## src/rtl/clkstop_pkg.sv

```systemverilog
package clkstop_pkg;

    localparam int unsigned PRIO_W = 3;
    localparam logic [7:0] DIV_RESET = 8'h08;

    typedef enum logic [1:0] {
        ST_RUN     = 2'd0,
        ST_STOP    = 2'd1,
        ST_OSCWAIT = 2'd2
    } cs_state_e;

    typedef enum logic [1:0] {
        PS_LOW_OR_IO = 2'b00,
        PS_FC        = 2'b01,
        PS_F8        = 2'b10,
        PS_F32       = 2'b11
    } pin_sel_e;

    typedef struct packed {
        logic       ext_mode;
        logic       bclk_dis;
        logic [1:0] ale_sel;
        pin_sel_e   sel;
    } pin_cfg_t;

    typedef struct packed {
        logic fc;
        logic f8;
        logic f32;
        logic bclk;
        logic ale;
    } clk_src_t;

    function automatic logic prio_above(input logic [PRIO_W-1:0] prio,
                                        input logic [PRIO_W-1:0] thr);
        return prio > thr;
    endfunction

endpackage

```

## src/rtl/clkstop_wake.sv

```systemverilog
module clkstop_wake
    import clkstop_pkg::*;
#(
    parameter int unsigned NUM_IRQ = 8
) (
    input  logic [NUM_IRQ-1:0]        irq_req,
    input  logic [NUM_IRQ-1:0]        irq_en,
    input  logic [NUM_IRQ*PRIO_W-1:0] irq_prio,
    input  logic [PRIO_W-1:0]         thr,
    input  logic                      nmi,
    output logic                      wake
);
    logic [NUM_IRQ-1:0] qual;

    for (genvar i = 0; i < NUM_IRQ; i++) begin : g_line
        assign qual[i] = irq_req[i] && irq_en[i]
                      && prio_above(irq_prio[i*PRIO_W +: PRIO_W], thr);
    end

    assign wake = nmi || (|qual);
endmodule

```

## src/rtl/clkstop_seq.sv

```systemverilog
module clkstop_seq
    import clkstop_pkg::*;
#(
    parameter int unsigned STAB_CYC = 4
) (
    input  logic clk,
    input  logic rst,
    input  logic ctl_wr,
    input  logic stop_bit,
    input  logic wake,
    output logic enter_stop,
    output logic osc_en,
    output logic run,
    output logic stop_flag
);
    localparam int unsigned CW = $clog2(STAB_CYC + 1);
    localparam logic [CW-1:0] LAST = CW'(STAB_CYC - 1);

    cs_state_e     state;
    logic [CW-1:0] cnt;
    logic          pend;

    assign enter_stop = (state == ST_RUN) && ctl_wr && stop_bit;

    always_ff @(posedge clk) begin
        if (rst) begin
            state <= ST_RUN;
            cnt   <= '0;
            pend  <= 1'b0;
        end else begin
            unique case (state)
                ST_RUN: begin
                    if (enter_stop) begin
                        state <= ST_STOP;
                        pend  <= wake;
                    end
                end
                ST_STOP: begin
                    if (wake || pend) begin
                        state <= ST_OSCWAIT;
                        cnt   <= '0;
                        pend  <= 1'b0;
                    end
                end
                ST_OSCWAIT: begin
                    if (cnt == LAST) state <= ST_RUN;
                    else             cnt   <= cnt + 1'b1;
                end
                default: state <= ST_RUN;
            endcase
        end
    end

    assign osc_en    = (state != ST_STOP);
    assign run       = (state == ST_RUN);
    assign stop_flag = (state == ST_STOP);
endmodule

```

## src/rtl/clkstop_regs.sv

```systemverilog
module clkstop_regs
    import clkstop_pkg::*;
(
    input  logic              clk,
    input  logic              rst,
    input  logic              thr_wr,
    input  logic [PRIO_W-1:0] thr_wdata,
    input  logic              div_wr,
    input  logic [7:0]        div_wdata,
    input  logic              enter_stop,
    output logic [PRIO_W-1:0] thr_q,
    output logic [7:0]        div_q
);
    always_ff @(posedge clk) begin
        if (rst) begin
            thr_q <= '0;
            div_q <= DIV_RESET;
        end else begin
            if (thr_wr) thr_q <= thr_wdata;
            if (enter_stop)  div_q <= DIV_RESET;
            else if (div_wr) div_q <= div_wdata;
        end
    end
endmodule

```

## src/rtl/clkstop_pinmux.sv

```systemverilog
module clkstop_pinmux
    import clkstop_pkg::*;
(
    input  pin_cfg_t cfg,
    input  clk_src_t src,
    input  logic     run,
    output logic     pin_gpio,
    output logic     pin_val
);
    clk_src_t g;
    logic     sel_clk;

    assign g = run ? src : '0;

    always_comb begin
        unique case (cfg.sel)
            PS_FC:   sel_clk = g.fc;
            PS_F8:   sel_clk = g.f8;
            PS_F32:  sel_clk = g.f32;
            default: sel_clk = 1'b0;
        endcase
    end

    always_comb begin
        pin_gpio = 1'b0;
        pin_val  = 1'b0;
        if (!cfg.ext_mode) begin
            pin_gpio = (cfg.sel == PS_LOW_OR_IO);
            pin_val  = sel_clk;
        end else if (cfg.ale_sel == 2'b01) begin
            pin_val = g.ale;
        end else if (!cfg.bclk_dis) begin
            pin_val = g.bclk;
        end else begin
            pin_val = sel_clk;
        end
    end
endmodule

```

## src/rtl/clkstop_ctrl.sv

```systemverilog
module clkstop_ctrl
    import clkstop_pkg::*;
#(
    parameter int unsigned NUM_IRQ  = 8,
    parameter int unsigned NUM_DCLK = 8,
    parameter int unsigned STAB_CYC = 4
) (
    input  logic                      clk,
    input  logic                      rst,
    input  logic                      ctl_wr,
    input  logic [7:0]                ctl_wdata,
    input  logic                      thr_wr,
    input  logic [2:0]                thr_wdata,
    input  logic                      div_wr,
    input  logic [7:0]                div_wdata,
    input  logic [NUM_IRQ-1:0]        irq_req,
    input  logic [NUM_IRQ-1:0]        irq_en,
    input  logic [3*NUM_IRQ-1:0]      irq_prio,
    input  logic                      nmi,
    input  logic                      ext_mode,
    input  logic                      bclk_dis,
    input  logic [1:0]                ale_sel,
    input  logic [1:0]                pin_sel,
    input  logic                      src_fc,
    input  logic                      src_f8,
    input  logic                      src_f32,
    input  logic                      src_bclk,
    input  logic                      src_ale,
    output logic                      osc_en,
    output logic [NUM_DCLK-1:0]       dclk_en,
    output logic                      stop_flag,
    output logic [7:0]                div_q,
    output logic                      pin_gpio,
    output logic                      pin_val
);
    logic              wake;
    logic              enter_stop;
    logic              run;
    logic [PRIO_W-1:0] thr_q;
    pin_cfg_t          cfg;
    clk_src_t          src;

    assign cfg = '{ext_mode: ext_mode, bclk_dis: bclk_dis,
                   ale_sel: ale_sel, sel: pin_sel_e'(pin_sel)};
    assign src = '{fc: src_fc, f8: src_f8, f32: src_f32,
                   bclk: src_bclk, ale: src_ale};

    clkstop_wake #(.NUM_IRQ(NUM_IRQ)) u_wake (
        .irq_req (irq_req),
        .irq_en  (irq_en),
        .irq_prio(irq_prio),
        .thr     (thr_q),
        .nmi     (nmi),
        .wake    (wake)
    );

    clkstop_seq #(.STAB_CYC(STAB_CYC)) u_seq (
        .clk       (clk),
        .rst       (rst),
        .ctl_wr    (ctl_wr),
        .stop_bit  (ctl_wdata[0]),
        .wake      (wake),
        .enter_stop(enter_stop),
        .osc_en    (osc_en),
        .run       (run),
        .stop_flag (stop_flag)
    );

    clkstop_regs u_regs (
        .clk       (clk),
        .rst       (rst),
        .thr_wr    (thr_wr),
        .thr_wdata (thr_wdata),
        .div_wr    (div_wr),
        .div_wdata (div_wdata),
        .enter_stop(enter_stop),
        .thr_q     (thr_q),
        .div_q     (div_q)
    );

    for (genvar d = 0; d < NUM_DCLK; d++) begin : g_dclk
        assign dclk_en[d] = run;
    end

    clkstop_pinmux u_pin (
        .cfg     (cfg),
        .src     (src),
        .run     (run),
        .pin_gpio(pin_gpio),
        .pin_val (pin_val)
    );
endmodule

```

## config.mk

```make
export PLATFORM = sky130hd
export DESIGN_NAME = clkstop_ctrl
export DESIGN_NICKNAME = d
export VERILOG_FILES = /design/src/rtl/clkstop_pkg.sv /design/src/rtl/clkstop_wake.sv /design/src/rtl/clkstop_seq.sv /design/src/rtl/clkstop_regs.sv /design/src/rtl/clkstop_pinmux.sv /design/src/rtl/clkstop_ctrl.sv
export SDC_FILE = /design/constraint.sdc
export NUM_CORES = 1
export LEC_CHECK = 0
export ABC_AREA = 0
export BUFFER_PORTS_ARGS = -buffer_cell sky130_fd_sc_hd__buf_2
export CAP_MARGIN = 20
export CORE_MARGIN = 3
export CORE_UTILIZATION = 38
export CTS_BUF_LIST = sky130_fd_sc_hd__clkbuf_4 sky130_fd_sc_hd__clkbuf_8 sky130_fd_sc_hd__clkbuf_16
export CTS_CLUSTER_DIAMETER = 200
export DETAILED_ROUTE_END_ITERATION = 16
export PLACE_DENSITY = 0.77
export RECOVER_POWER = 50
export SKIP_LAST_GASP = 1
export SYNTH_ARGS = -nofsm -noshare
export SYNTH_HDL_FRONTEND = slang
export SYNTH_SLANG_ARGS = --single-unit
```

## constraint.sdc

```tcl
create_clock -name clk -period 2.2 [get_ports clk]
set_input_delay 0.44 -clock clk [delete_from_list [all_inputs] [get_ports clk]]
set_output_delay 0.44 -clock clk [all_outputs]
set_load 0.005 [all_outputs]
```

# Yosys cells after proc, flatten, opt, wreduce, memory -nomap -nowiden
# Cells that the tools add are included.
[classes] n_lt_le_gt_ge=8 add_sub_neg=1 n_mux=16 eq_ne=12 reduce_logical=29
[ops] op="3-bit greater-than comparator" n=8
[ops] op="1-bit logical AND" n=18
[ops] op="3-bit AND reduction" n=3
[ops] op="8-bit OR reduction" n=1
[ops] op="2-bit by 1-bit equality test with 1-bit output (second input constant)" n=3
[ops] op="2-bit equality test (second input constant)" n=3
[ops] op="1-bit 2-to-1 mux" n=6
[ops] op="2-bit 2-to-1 mux" n=3
[ops] op="3-bit 2-to-1 mux" n=2
[ops] op="2-bit by 1-bit inequality test with 1-bit output (second input constant)" n=3
[ops] op="2-bit one-hot mux with 3 select lines" n=1
[ops] op="3-bit one-hot mux with 2 select lines" n=1
[ops] op="5-bit 2-to-1 mux" n=1
[ops] op="2-bit zero test" n=2
[ops] op="2-bit inequality test (second input constant)" n=2
[ops] op="2-bit nonzero test" n=2
[ops] op="3-bit by 1-bit adder with 3-bit output (second input constant)" n=1
[ops] op="3-bit by 2-bit equality test with 1-bit output (second input constant)" n=1
[ops] op="1-bit one-hot mux with 3 select lines" n=1
[ops] op="1-bit logical OR" n=2
[ops] op="1-bit one-hot mux with 2 select lines" n=1
[ops] op="2-bit OR reduction" n=1
[word_totals] elab_cells=71 register_bits=17 output_inout_bits=20

# Depth between registers and ports, before layout
[depth] depth_word=7 ltp_mapped=8 ltp_nobuf=8

# Cells and area by module
# A second synthesis with hierarchy kept.
[unflattened] cells_unflattened=162 area_unflattened_um2=1450.1
[modules_own_cells] mod="clkstop_wake" instances=1 cells_each=70 area_each_um2=591.8
[modules_own_cells] mod="clkstop_regs" instances=1 cells_each=36 area_each_um2=395.4
[modules_own_cells] mod="clkstop_seq" instances=1 cells_each=36 area_each_um2=327.8
[modules_own_cells] mod="clkstop_pinmux" instances=1 cells_each=12 area_each_um2=75.1
[modules_own_cells] mod="clkstop_ctrl" instances=1 cells_each=8 area_each_um2=60.1

# Worst setup path before layout
# Ideal clock, no wire load.
[synth_path] path_type="in2reg" startpoint="input port irq_prio[4]" endpoint="register u_seq.cnt[0]" t_arrival_ns=2.042 path_slack_ns=0.035 path_buffers=0 path_stages=7 path_cell_list="ha_1 > nor2b_1 > nor3_1 > o22ai_1 > or2_4 > o41ai_4 > mux2_1"
[synth_via] elab_chain_len=7
[synth_lines] element="start, declared" line_no="clkstop_ctrl.sv:18" rtl="input logic [3*NUM_IRQ-1:0] irq_prio,"
[synth_lines] element="3-bit greater-than comparator" line_no="clkstop_pkg.sv:36" rtl="return prio > thr;"
[synth_lines] element="1-bit logical AND" line_no="clkstop_wake.sv:17" rtl="&& prio_above(irq_prio[i*PRIO_W +: PRIO_W], thr);"
[synth_lines] element="8-bit OR reduction" line_no="clkstop_wake.sv:20" rtl="assign wake = nmi || (|qual);"
[synth_lines] element="1-bit logical OR" line_no="clkstop_wake.sv:20"
[synth_lines] element="1-bit logical OR" line_no="clkstop_seq.sv:39" rtl="if (wake || pend) begin"
[synth_lines] element="2-bit by 1-bit inequality test with 1-bit output (no source line)"
[synth_lines] element="3-bit AND reduction (no source line)"
[synth_lines] element="end signal, assigned" line_no="clkstop_seq.sv:47" rtl="else cnt <= cnt + 1'b1;"
[synth_lines] element="end, declared" line_no="clkstop_seq.sv:20" rtl="logic [CW-1:0] cnt;"
# No other way between the ends.
# A chain may end at the register's enable or synchronous reset.

# Worst setup path in the final report
[layout_path] startpoint="register u_regs.thr_q[1]" endpoint="register u_seq.cnt[0]"
[layout_via] elab_chain_len=7 word_cells_on_any_way=21 classes_between="order compare: 8; eq/ne: 1; reduce/logical: 12"
[layout_lines] element="start, declared" line_no="clkstop_regs.sv:11" rtl="output logic [PRIO_W-1:0] thr_q,"
[layout_lines] element="start signal, assigned" line_no="clkstop_regs.sv:19" rtl="if (thr_wr) thr_q <= thr_wdata;"
[layout_lines] element="3-bit greater-than comparator" line_no="clkstop_pkg.sv:36"
[layout_lines] element="1-bit logical AND" line_no="clkstop_wake.sv:17"
[layout_lines] element="8-bit OR reduction *" line_no="clkstop_wake.sv:20"
[layout_lines] element="1-bit logical OR *" line_no="clkstop_wake.sv:20"
[layout_lines] element="1-bit logical OR *" line_no="clkstop_seq.sv:39"
[layout_lines] element="2-bit by 1-bit inequality test with 1-bit output (no source line) *"
[layout_lines] element="3-bit AND reduction (no source line) *"
# Mark *: on every way between the ends. The rest lies on a longest branch, timed or not.

==> results_dict.tcl <==
set metrics [dict create \
    drcViolationCount 0 \
    grt_pass1_wl_um 5250 \
    max_cap_viol_count 0 \
    internal_power_uw 621 \
    crit_required_ns 2.34 \
    fraction_of_layout_instances_using_a_drive_strength_above_1_pct 46.2 \
    initial_utilization_pct 40.9 \
    syn_to_final_growth_pct 45.2 \
    tritoncts_num_sinks 17 \
    ys.flop_type "dfxtp_1" \
    yosysUniqueCellTypes 31 \
    path_max_fanout 8 \
    hold_fix_buffers_cts 0 \
    grt_setup_unrepaired "true" \
    synth-edff-count 0 \
    num-fill-cells 331 \
    clkPwrFrac_pct 26.1 \
    cp_startpoint "u_regs.thr_q[1]$_SDFFE_PP0P_" \
    fin_hold_ws_ns 0.396 \
    grt_antenna_before_repair 0 \
    setup_viol_count_final 0 \
    cts_made_buffers 3 \
    synth_top_area_cell "dfxtp_1" \
    path_cells "inv_8 > ha_4 > nor2b_1 > nor3_1 > o22ai_1 > or2_4 > o41ai_4 > mux2_4" \
    critical_path_arrival_ns 2.33 \
    die_area_um2 4500 \
    tritoncts "done" \
    post_synth_instance_area_um2 1420 \
    detailedPlace.worstSlack_ns -0.153 \
    post-layout-total-power_uw 883 \
    outcome "complete, no violations" \
    core.rowCount 21 \
    drc_violation_total_after_the_first_tritonroute_iteration 21 \
    synth.top_cell.area_share_pct 24.0 \
    route.detailed.vias_per_inst 4.86 \
    crit_path_start_kind "flip-flop" \
    dp_hpwl_um 2840 \
    multi_input_area_um2 1050 \
    number_of_instances_in_the_synthesized_netlist 161 \
    synth_most_common_cell "ha_1" \
    totalNegativeSetupSlack_ns 0 \
    power.share.sequential_pct 38.4 \
    sequential_cell_area_um2 347 \
    synth-async-reset-ratio_pct 0 \
    power.share.combinational_pct 35.5 \
    drt.antenna.violating_nets 0 \
    critPathKind "reg -> reg" \
    cts_root_buf "clkbuf_8" \
    setup.reg_to_reg.worst_slack_ns 0.004 \
    yosys_warnings 0 \
    gp_congestion 0.750 \
    yosys_register_bits 17 \
    leftover_overflow_at_the_end_of_global_routing 0 \
    die_w_um 67.1 \
    max_fclk_mhz 455 \
    drv_slew 0 \
    r2r.worst_path.cells 8 \
    ys_seq_area_share_pct 24.0 \
    grt_max_degree 14 \
    clk_pin_slew_ns 0.07 \
    timing.clock.skew_ns 0.00386 \
    worst_slew_margin_rel_pct 65.6 \
    routedWlPerCell_um 11.5 \
    cts-htree-levels 1 \
    power_density_nw_per_um2 429 \
    setup.worst_path.end "u_seq.cnt[0]$_SDFFE_PP0P_" \
    crit_path_max_incr_delay_ns 0.39 \
    post-route-min-period_ns 2.20 \
    grt.total_usage_pct 14.8 \
    worstReg2RegStart "u_regs.thr_q[1]$_SDFFE_PP0P_" \
    dr.pass1.iters 4 \
    synth_nets 263 \
    post_synth.cell_area_avg_um2 8.81 \
    setup.worst_path.end_class "flip-flop" \
    p_sw_share_pct 29.6 \
    cts-root-to-sink-buffers 2 \
    cpMaxStageDelayCell "o41ai_4" \
    reg2reg_to "u_seq.cnt[0]$_SDFFE_PP0P_" \
    antenna_cells 0 \
    timing.final.crit_share_pct 99.8 \
    cell_types_with_the_largest_area_share_after_synthesis "dfxtp_1, ha_1, mux2i_1" \
    hp-class "in -> reg" \
    max_slew.worst_pin.slew_ns 0.514 \
    die_height_um 67.1 \
    clock_insertion_delay_worst_skew_ns 0.25 \
    pin_count 96 \
    timing.final.hold_violations 0 \
    design.core.area_um2 3470 \
    vdd.ir_drop.worst_mv 0.317 \
    setup_ws_ns 0.00443 \
    first_global_vias 1339 \
    synth_common_cells "ha_1, nor2_1, dfxtp_1" \
    detail_route.wirelength_um 3420 \
    power.switching_uw 261 \
    portBuffers 88 \
    p_leak_nw 1.03 \
    final_nets 354 \
    via_count_of_the_routed_design 1443 \
]
[registers in the layout, indices dropped and copies added (netlist names)]
signal	count
u_regs.thr_q	3
u_regs.div_q	8
u_seq.pend	1
u_seq.state	2
u_seq.cnt	3
[cell type report]
type | count | share of cell area, %
timing repair buffer | 96 | 24.1
tap | 46 | 2.80
inverter | 13 | 2.86
sequential | 17 | 16.8
clock inverter | 1 | 0.243
clock buffer | 3 | 2.01
multi-input combinational | 121 | 51.2
[cells in the final DEF, fill, tap and decap left out, types with 4 or more instances in the layout]
cell | Yosys | routed
mux2i_1 | 11 | 11
ha_1 | 26 | 21
nand2b_1 | 5 | 5
nor3_1 | 7 | 5
nor2_1 | 18 | 18
inv_1 | 13 | 11
nor2b_1 | 9 | 9
buf_2 | 0 | 84
buf_4 | 8 | 8
nand3_1 | 7 | 7
nand2_1 | 5 | 5
dfxtp_1 | 17 | 14
ha_4 | 0 | 5
clkbuf_1 | 2 | 4
o2111ai_1 | 8 | 6
[per-layer routing]
| metal | track usage (%) | part of all wire (%) | vias up | wire length [µm] |
|---|---|---|---|---|
| met2 | 27.4 | 50 | 43 | 1710 |
| met1 | 17.3 | 42 | 636 | 1450 |
| li1 | - | - | 758 | - |
| met3 | 2.02 | 6.1 | 6 | 209 |
| met4 | 4.56 | 1.4 | 0 | 48 |
| met5 | 0 | 0 | - | 0 |
[how the worst min path moves through the flow]
stage | to | depth (start not counted) | slack [ns] | from
after floorplan | u_seq.cnt[1]$_SDFFE_PP0P_ | 2 | 0.46 | u_seq.cnt[1]$_SDFFE_PP0P_
after global placement | u_regs.div_q[4]$_SDFFE_PP0P_ | 2 | 0.47 | u_regs.div_q[4]$_SDFFE_PP0P_
after detailed placement | u_regs.div_q[7]$_SDFFE_PP0P_ | 2 | 0.48 | u_regs.div_q[7]$_SDFFE_PP0P_
after CTS | u_regs.div_q[3]$_SDFFE_PP1P_ | 2 | 0.39 | div_wdata[3]
after global routing | u_regs.div_q[3]$_SDFFE_PP1P_ | 2 | 0.41 | div_wdata[3]
final | u_regs.div_q[3]$_SDFFE_PP1P_ | 2 | 0.40 | div_wdata[3]
[timing repair]
item	CTS	global route
pin swaps	4	6
endpoints found under the setup margin	4	4
resized for setup	12	9
setup buffers	1	0
[per-stage QoR]
stage	util (%)	instance area, µm²	std cells
finish	59.3	2060	297
global placement	55.4	1920	293
global route	59.3	2060	297
detailed placement	55.4	1920	293
CTS	58.0	2010	297
floorplan	-	1420	161
[cells by family after synthesis]
group           count (synthesis)  share of synthesized area, %
compound gates                 27                          15.7
simple gates                   54                          19.0
fa+ha+maj                      26                          22.9
mux                            14                          10.2
buf+inv                        23                          8.21
flops                          17                          24.0
[power by group through the flow]
stage	Clock (mW)	Combinational, mW	Sequential, mW
after global routing	0.252	0.359	0.341
after CTS	0.239	0.308	0.339
after floorplan	0	0.177	0.342
after detailed placement	0	0.298	0.344
final	0.230	0.314	0.339
after global placement	0	0.290	0.343
[worst max-delay path, delay by kind of cell, from the launching register on]
kind            cells  cell delay [ns]
compound gates      2             0.49
buf+inv             1             0.10
simple gates        3             0.59
flops               1             0.36
mux                 1             0.33
fa+ha+maj           1             0.20
Power figures use the tool's default switching activity.
